$ cat src/rtl/bch_enc_pkg.sv
package bch_enc_pkg;

    typedef enum logic {
        PH_MSG = 1'b0,
        PH_PAR = 1'b1
    } phase_e;

    function automatic int unsigned cnt_width(input int unsigned n);
        return (n < 2) ? 1 : $clog2(n);
    endfunction

endpackage

$ cat src/rtl/bch_in_ctrl.sv
module bch_in_ctrl
    import bch_enc_pkg::*;
#(
    parameter int unsigned MSG_BEATS = 7
) (
    input  logic clk,
    input  logic rst,
    input  logic load,
    input  logic adv,
    input  logic par_done,
    output logic ready,
    output logic take,
    output logic take_last,
    output phase_e phase
);
    localparam int unsigned CW = cnt_width(MSG_BEATS);
    localparam logic [CW-1:0] LAST = CW'(MSG_BEATS - 1);

    logic [CW-1:0] cnt;

    assign take      = load && (phase == PH_MSG) && adv;
    assign take_last = take && (cnt == LAST);
    assign ready     = (phase == PH_MSG) && adv && (cnt != LAST);

    always_ff @(posedge clk) begin
        if (rst) begin
            cnt   <= '0;
            phase <= PH_MSG;
        end else if (take_last) begin
            cnt   <= '0;
            phase <= PH_PAR;
        end else if (take) begin
            cnt <= cnt + 1'b1;
        end else if (par_done) begin
            phase <= PH_MSG;
        end
    end


    ready_drop_chk: assert property (@(posedge clk) disable iff (rst)
        take_last |=> !ready);

endmodule

$ cat src/rtl/bch_par_lfsr.sv
module bch_par_lfsr #(
    parameter int unsigned DW        = 1,
    parameter int unsigned PAR       = 8,
    parameter logic [PAR-1:0] GPOLY  = 8'hD1
) (
    input  logic          clk,
    input  logic          rst,
    input  logic          take,
    input  logic          sop,
    input  logic [DW-1:0] din,
    input  logic          shift,
    output logic [DW-1:0] top_bits,
    output logic          par_last
);
    localparam int unsigned PAR_BEATS = PAR / DW;
    localparam int unsigned PW = bch_enc_pkg::cnt_width(PAR_BEATS);
    localparam logic [PW-1:0] PLAST = PW'(PAR_BEATS - 1);

    logic [PAR-1:0] rem;
    logic [PW-1:0]  pcnt;

    function automatic logic [PAR-1:0] div_steps(input logic [PAR-1:0] s,
                                                 input logic [DW-1:0] d);
        logic [PAR-1:0] r;
        logic fb;
        r = s;
        for (int i = DW - 1; i >= 0; i--) begin
            fb = d[i] ^ r[PAR-1];
            r  = {r[PAR-2:0], 1'b0} ^ ({PAR{fb}} & GPOLY);
        end
        return r;
    endfunction

    assign top_bits = rem[PAR-1 -: DW];
    assign par_last = (pcnt == PLAST);

    always_ff @(posedge clk) begin
        if (rst) begin
            rem  <= '0;
            pcnt <= '0;
        end else if (take) begin
            rem  <= div_steps(sop ? '0 : rem, din);
            pcnt <= '0;
        end else if (shift) begin
            rem  <= rem << DW;
            pcnt <= par_last ? '0 : pcnt + 1'b1;
        end
    end

endmodule

$ cat src/rtl/bch_out_reg.sv
module bch_out_reg #(
    parameter int unsigned DW = 1
) (
    input  logic          clk,
    input  logic          rst,
    input  logic          sink_ready,
    input  logic          load_en,
    input  logic [DW-1:0] d,
    input  logic          sop,
    input  logic          eop,
    output logic          adv,
    output logic          valid,
    output logic [DW-1:0] data,
    output logic          sop_o,
    output logic          eop_o
);
    assign adv = !valid || sink_ready;

    always_ff @(posedge clk) begin
        if (rst) begin
            valid <= 1'b0;
            data  <= '0;
            sop_o <= 1'b0;
            eop_o <= 1'b0;
        end else if (adv) begin
            valid <= load_en;
            data  <= d;
            sop_o <= sop && load_en;
            eop_o <= eop && load_en;
        end
    end


    stall_hold_chk: assert property (@(posedge clk) disable iff (rst)
        (valid && !sink_ready) |=> (valid && $stable(data) && $stable(sop_o) && $stable(eop_o)));


    marker_valid_chk: assert property (@(posedge clk) disable iff (rst)
        (sop_o || eop_o) |-> valid);


    frame_follow_chk: assert property (@(posedge clk) disable iff (rst)
        (valid && eop_o && sink_ready) |=> (!valid || sop_o));

endmodule

$ cat src/rtl/bch_stream_enc.sv
module bch_stream_enc
    import bch_enc_pkg::*;
#(
    parameter int unsigned DW          = 1,
    parameter int unsigned N           = 15,
    parameter int unsigned K           = 7,
    parameter int unsigned PAR         = N - K,
    parameter logic [PAR-1:0] GPOLY    = 8'hD1
) (
    input  logic          clk,
    input  logic          rst,
    input  logic          load,
    input  logic          sop_in,
    input  logic          eop_in,
    input  logic [DW-1:0] data_in,
    output logic          ready,
    input  logic          sink_ready,
    output logic          valid_out,
    output logic          sop_out,
    output logic          eop_out,
    output logic [DW-1:0] data_out
);
    localparam int unsigned MSG_BEATS = K / DW;

    if ((K % DW) != 0 || (PAR % DW) != 0 || (N != K + PAR) || PAR < 2) begin : g_bad_cfg
        $error("bch_stream_enc: K and PAR must be multiples of DW, N must equal K+PAR");
    end

    logic   adv, take, take_last, shift, par_last, par_done;
    phase_e phase;
    logic [DW-1:0] top_bits;

    assign shift    = (phase == PH_PAR) && adv;
    assign par_done = shift && par_last;

    bch_in_ctrl #(.MSG_BEATS(MSG_BEATS)) u_ctrl (
        .clk(clk), .rst(rst), .load(load), .adv(adv), .par_done(par_done),
        .ready(ready), .take(take), .take_last(take_last), .phase(phase)
    );

    bch_par_lfsr #(.DW(DW), .PAR(PAR), .GPOLY(GPOLY)) u_lfsr (
        .clk(clk), .rst(rst), .take(take), .sop(sop_in), .din(data_in),
        .shift(shift), .top_bits(top_bits), .par_last(par_last)
    );

    bch_out_reg #(.DW(DW)) u_out (
        .clk(clk), .rst(rst), .sink_ready(sink_ready),
        .load_en(take || shift),
        .d(take ? data_in : top_bits),
        .sop(take && sop_in),
        .eop(par_done),
        .adv(adv), .valid(valid_out), .data(data_out),
        .sop_o(sop_out), .eop_o(eop_out)
    );


    par_no_take_chk: assert property (@(posedge clk) disable iff (rst)
        take_last |=> !take);

endmodule

$ cat config.mk
export PLATFORM = sky130hd
export DESIGN_NAME = bch_stream_enc
export DESIGN_NICKNAME = d
export VERILOG_FILES = /design/src/rtl/bch_enc_pkg.sv /design/src/rtl/bch_in_ctrl.sv /design/src/rtl/bch_par_lfsr.sv /design/src/rtl/bch_out_reg.sv /design/src/rtl/bch_stream_enc.sv
export SDC_FILE = /design/constraint.sdc
export NUM_CORES = 1
export LEC_CHECK = 0
export BUFFER_PORTS_ARGS = -buffer_cell sky130_fd_sc_hd__buf_2
export CAP_MARGIN = 20
export CELL_PAD_IN_SITES_DETAIL_PLACEMENT = 1
export CELL_PAD_IN_SITES_GLOBAL_PLACEMENT = 2
export CORE_MARGIN = 2
export CORE_UTILIZATION = 34
export CTS_CLUSTER_SIZE = 8
export DETAILED_ROUTE_END_ITERATION = 16
export PLACE_DENSITY = 0.83
export SYNTH_ARGS = -nofsm -noshare
export SYNTH_HDL_FRONTEND = slang
export SYNTH_HIERARCHICAL = 1
export SYNTH_SLANG_ARGS = --single-unit
$ cat constraint.sdc
create_clock -name clk -period 2.7 [get_ports clk]
set_input_delay 0.81 -clock clk [delete_from_list [all_inputs] [get_ports clk]]
set_output_delay 0.81 -clock clk [all_outputs]
set_load 0.01 [all_outputs]
==> results.py <==
metrics = {
    "clock_network": {
        "cts.repair.resized": 0,
        "cts_tree": "done",
        "ctsHoldBuffers": 0,
        "root_buffer": "clkbuf_4",
        "insertion_delay_ps": 290,
        "clk_path_buf_depth": 2,
        "clock_sinks": 19,
        "cts_buffers": 3,
        "post-cts-setup-buffers": 0,
        "clkTransAtPathRegs_ps": 110,
        "htreeDepth": 1,
    },
    "critical_path": {
        "worst_path_max_delay_cell": "and3b_2",
        "start_kind": "input port",
        "worstPathArrival_ps": 1520,
        "worst-setup-path-type": "input port to primary output",
        "crit_buf_inv": 3,
        "crit_top_cell": "buf_2",
        "worstPathRequired_ps": 1890,
        "path_max_fanout": 8,
        "crit_chain": "buf_2, nor2b_4, inv_2, and3b_2, buf_2",
        "cp_slowest_stage_delay_ps": 200,
        "reg2reg_setup_slack_ps": 920,
        "crit_family": "simple AND/OR/NAND/NOR gates",
        "setup.worst_path.end_class": "primary output",
    },
    "global_route": {
        "grt_pass1_wl_um": 3180,
        "grt_pass1_vias": 746,
        "grt_max_degree": 18,
        "grt_usage_pct": 12.2,
        "antenna_found_initial": 0,
        "grt-ovfl-total": 0,
    },
    "layout": {
        "multiInputGateArea_um2": 522,
        "diodes": 0,
        "seqCellArea_um2": 380,
        "final_nets": 125,
        "stdcell_count": 144,
        "final_layout_size_suffix_gt1_share_pct": 23.9,
        "fillCellCount": 315,
        "syn_to_final_growth_pct": 10.6,
    },
    "detailed_routing": {
        "drt_wl_total_um": 1790,
        "firstDrtPassIters": 3,
        "vias": 755,
        "drt-initial-drc-count": 11,
        "wire_per_inst_um": 12.5,
        "avgViaCountPerCell": 5.24,
        "drtAntennaViolNets": 0,
        "route.detailed.drc": 0,
    },
    "floorplan": {
        "die_area_um2": 3190,
        "io_pins": 12,
        "placementRows": 19,
        "fp.coreArea_um2": 2690,
        "initial_core_util_pct": 34.8,
        "die_y_um": 56.5,
        "die-width_um": 56.5,
    },
    "timing": {
        "fmax_ghz": 0.429,
        "max_slew.worst_pin.slew_ps": 418,
        "setup_viol": 0,
        "skew_ps": 5.65,
        "slew_headroom_pct": 71.4,
        "final_hold_viol_count": 0,
        "drv_slew": 0,
        "rsz0062_at_grt": "no",
        "fin_tns_setup_ps": 0,
        "period_needed_ps": 2330,
        "min_period_over_period_pct": 86.4,
    },
    "synthesis": {
        "syn-cell-area_um2": 936,
        "netlist_instances": 102,
        "synth.net_count": 113,
        "yosys_warnings": 6,
        "postSynthAreaPerCell_um2": 9.18,
    },
    "run": {
        "maxCapViolCount": 0,
    },
    "hold_path": {
        "min_path_type": "flop to flop",
    },
    "power": {
        "p_leak_nw": 0.409,
        "p_per_area_nw_per_um2": 494,
        "peakVddDrop_mv": 0.301,
    },
    "placement": {
        "dp.cells": 140,
        "dp_hpwl_um": 1350,
        "portBuffers": 10,
        "gp_congestion": 0.784,
    },
    "run_status": {
        "outcome": "finished, final reports clean",
    },
}
flip-flops by register name, indices dropped and copies added, names as in the netlist:
register / flops
u_out/valid: 1
u_ctrl/phase: 1
u_lfsr/rem: 8
u_ctrl/cnt: 3
u_out/eop_o: 1
u_lfsr/pcnt: 3
u_out/data: 1
u_out/sop_o: 1
routing by layer:
metal / global-route usage [%] / wire (µm) / vias to the layer above / share of wire, %
met1: 14.7 / 872 / 359 / 49
met4: 3.06 / 18 / 0 / 1.0
met2: 21.6 / 843 / 8 / 47
met3: 2.76 / 58 / 2 / 3.2
met5: 0 / 0 / - / 0
li1: - / - / 386 / -
area by class of cell:
| cell class | count | share of cell area [%] |
|---|---|---|
| clock buffers | 4 | 2.54 |
| inverters | 4 | 1.69 |
| multi-input cells | 76 | 50.4 |
| flip-flops and latches | 19 | 36.8 |
| well taps | 31 | 3.75 |
| repair buffers | 10 | 4.84 |
where the power goes:
group          total [mW]  leakage, nW  switching (mW)  internal [mW]
Sequential          0.298        0.155         0.00639          0.291
Combinational      0.0703        0.240          0.0408         0.0295
Clock               0.144       0.0150          0.0862         0.0573
Total               0.512        0.409           0.133          0.378
cells in the final DEF (no fill, tap or decap), types with 3 or more instances in the layout:
cell / instances
a2111oi_0: 3
a2111oi_1: 3
a21boi_0: 3
a21oi_1: 8
buf_2: 10
clkbuf_4: 3
dfxtp_1: 19
ha_1: 4
mux2i_1: 3
nand2_1: 15
nand3_1: 3
nor2_1: 9
nor3_1: 3
tightest hold or removal path: stages, from the launching register on:
cell and delay [ps]:
dfxtp_1 320, nand2_1 50, a21oi_1 50
through the flow:
stage                     setup slack [ps]  hold slack (ps)  utilization [%]  total power [mW]  area, µm²
after floorplan                        585              425                -             0.354        936
after global placement                 355              437             37.5             0.374       1010
final                                  368              456             38.5             0.512       1030
after global routing                   299              492             38.5             0.539       1030
after detailed placement               338              448             37.5             0.376       1010
after CTS                              349              465             38.5             0.522       1030
worst paths after layout:
check	from	endpoint	cells past startpoint
worst min register to register	u_out/data	u_out/data	2
worst min-delay path	u_out/data	u_out/data	2
worst max-delay path	sink_ready	ready	5
worst max register to register	u_out/valid	u_lfsr/rem[7]	7
Power figures use the tool's default switching activity.
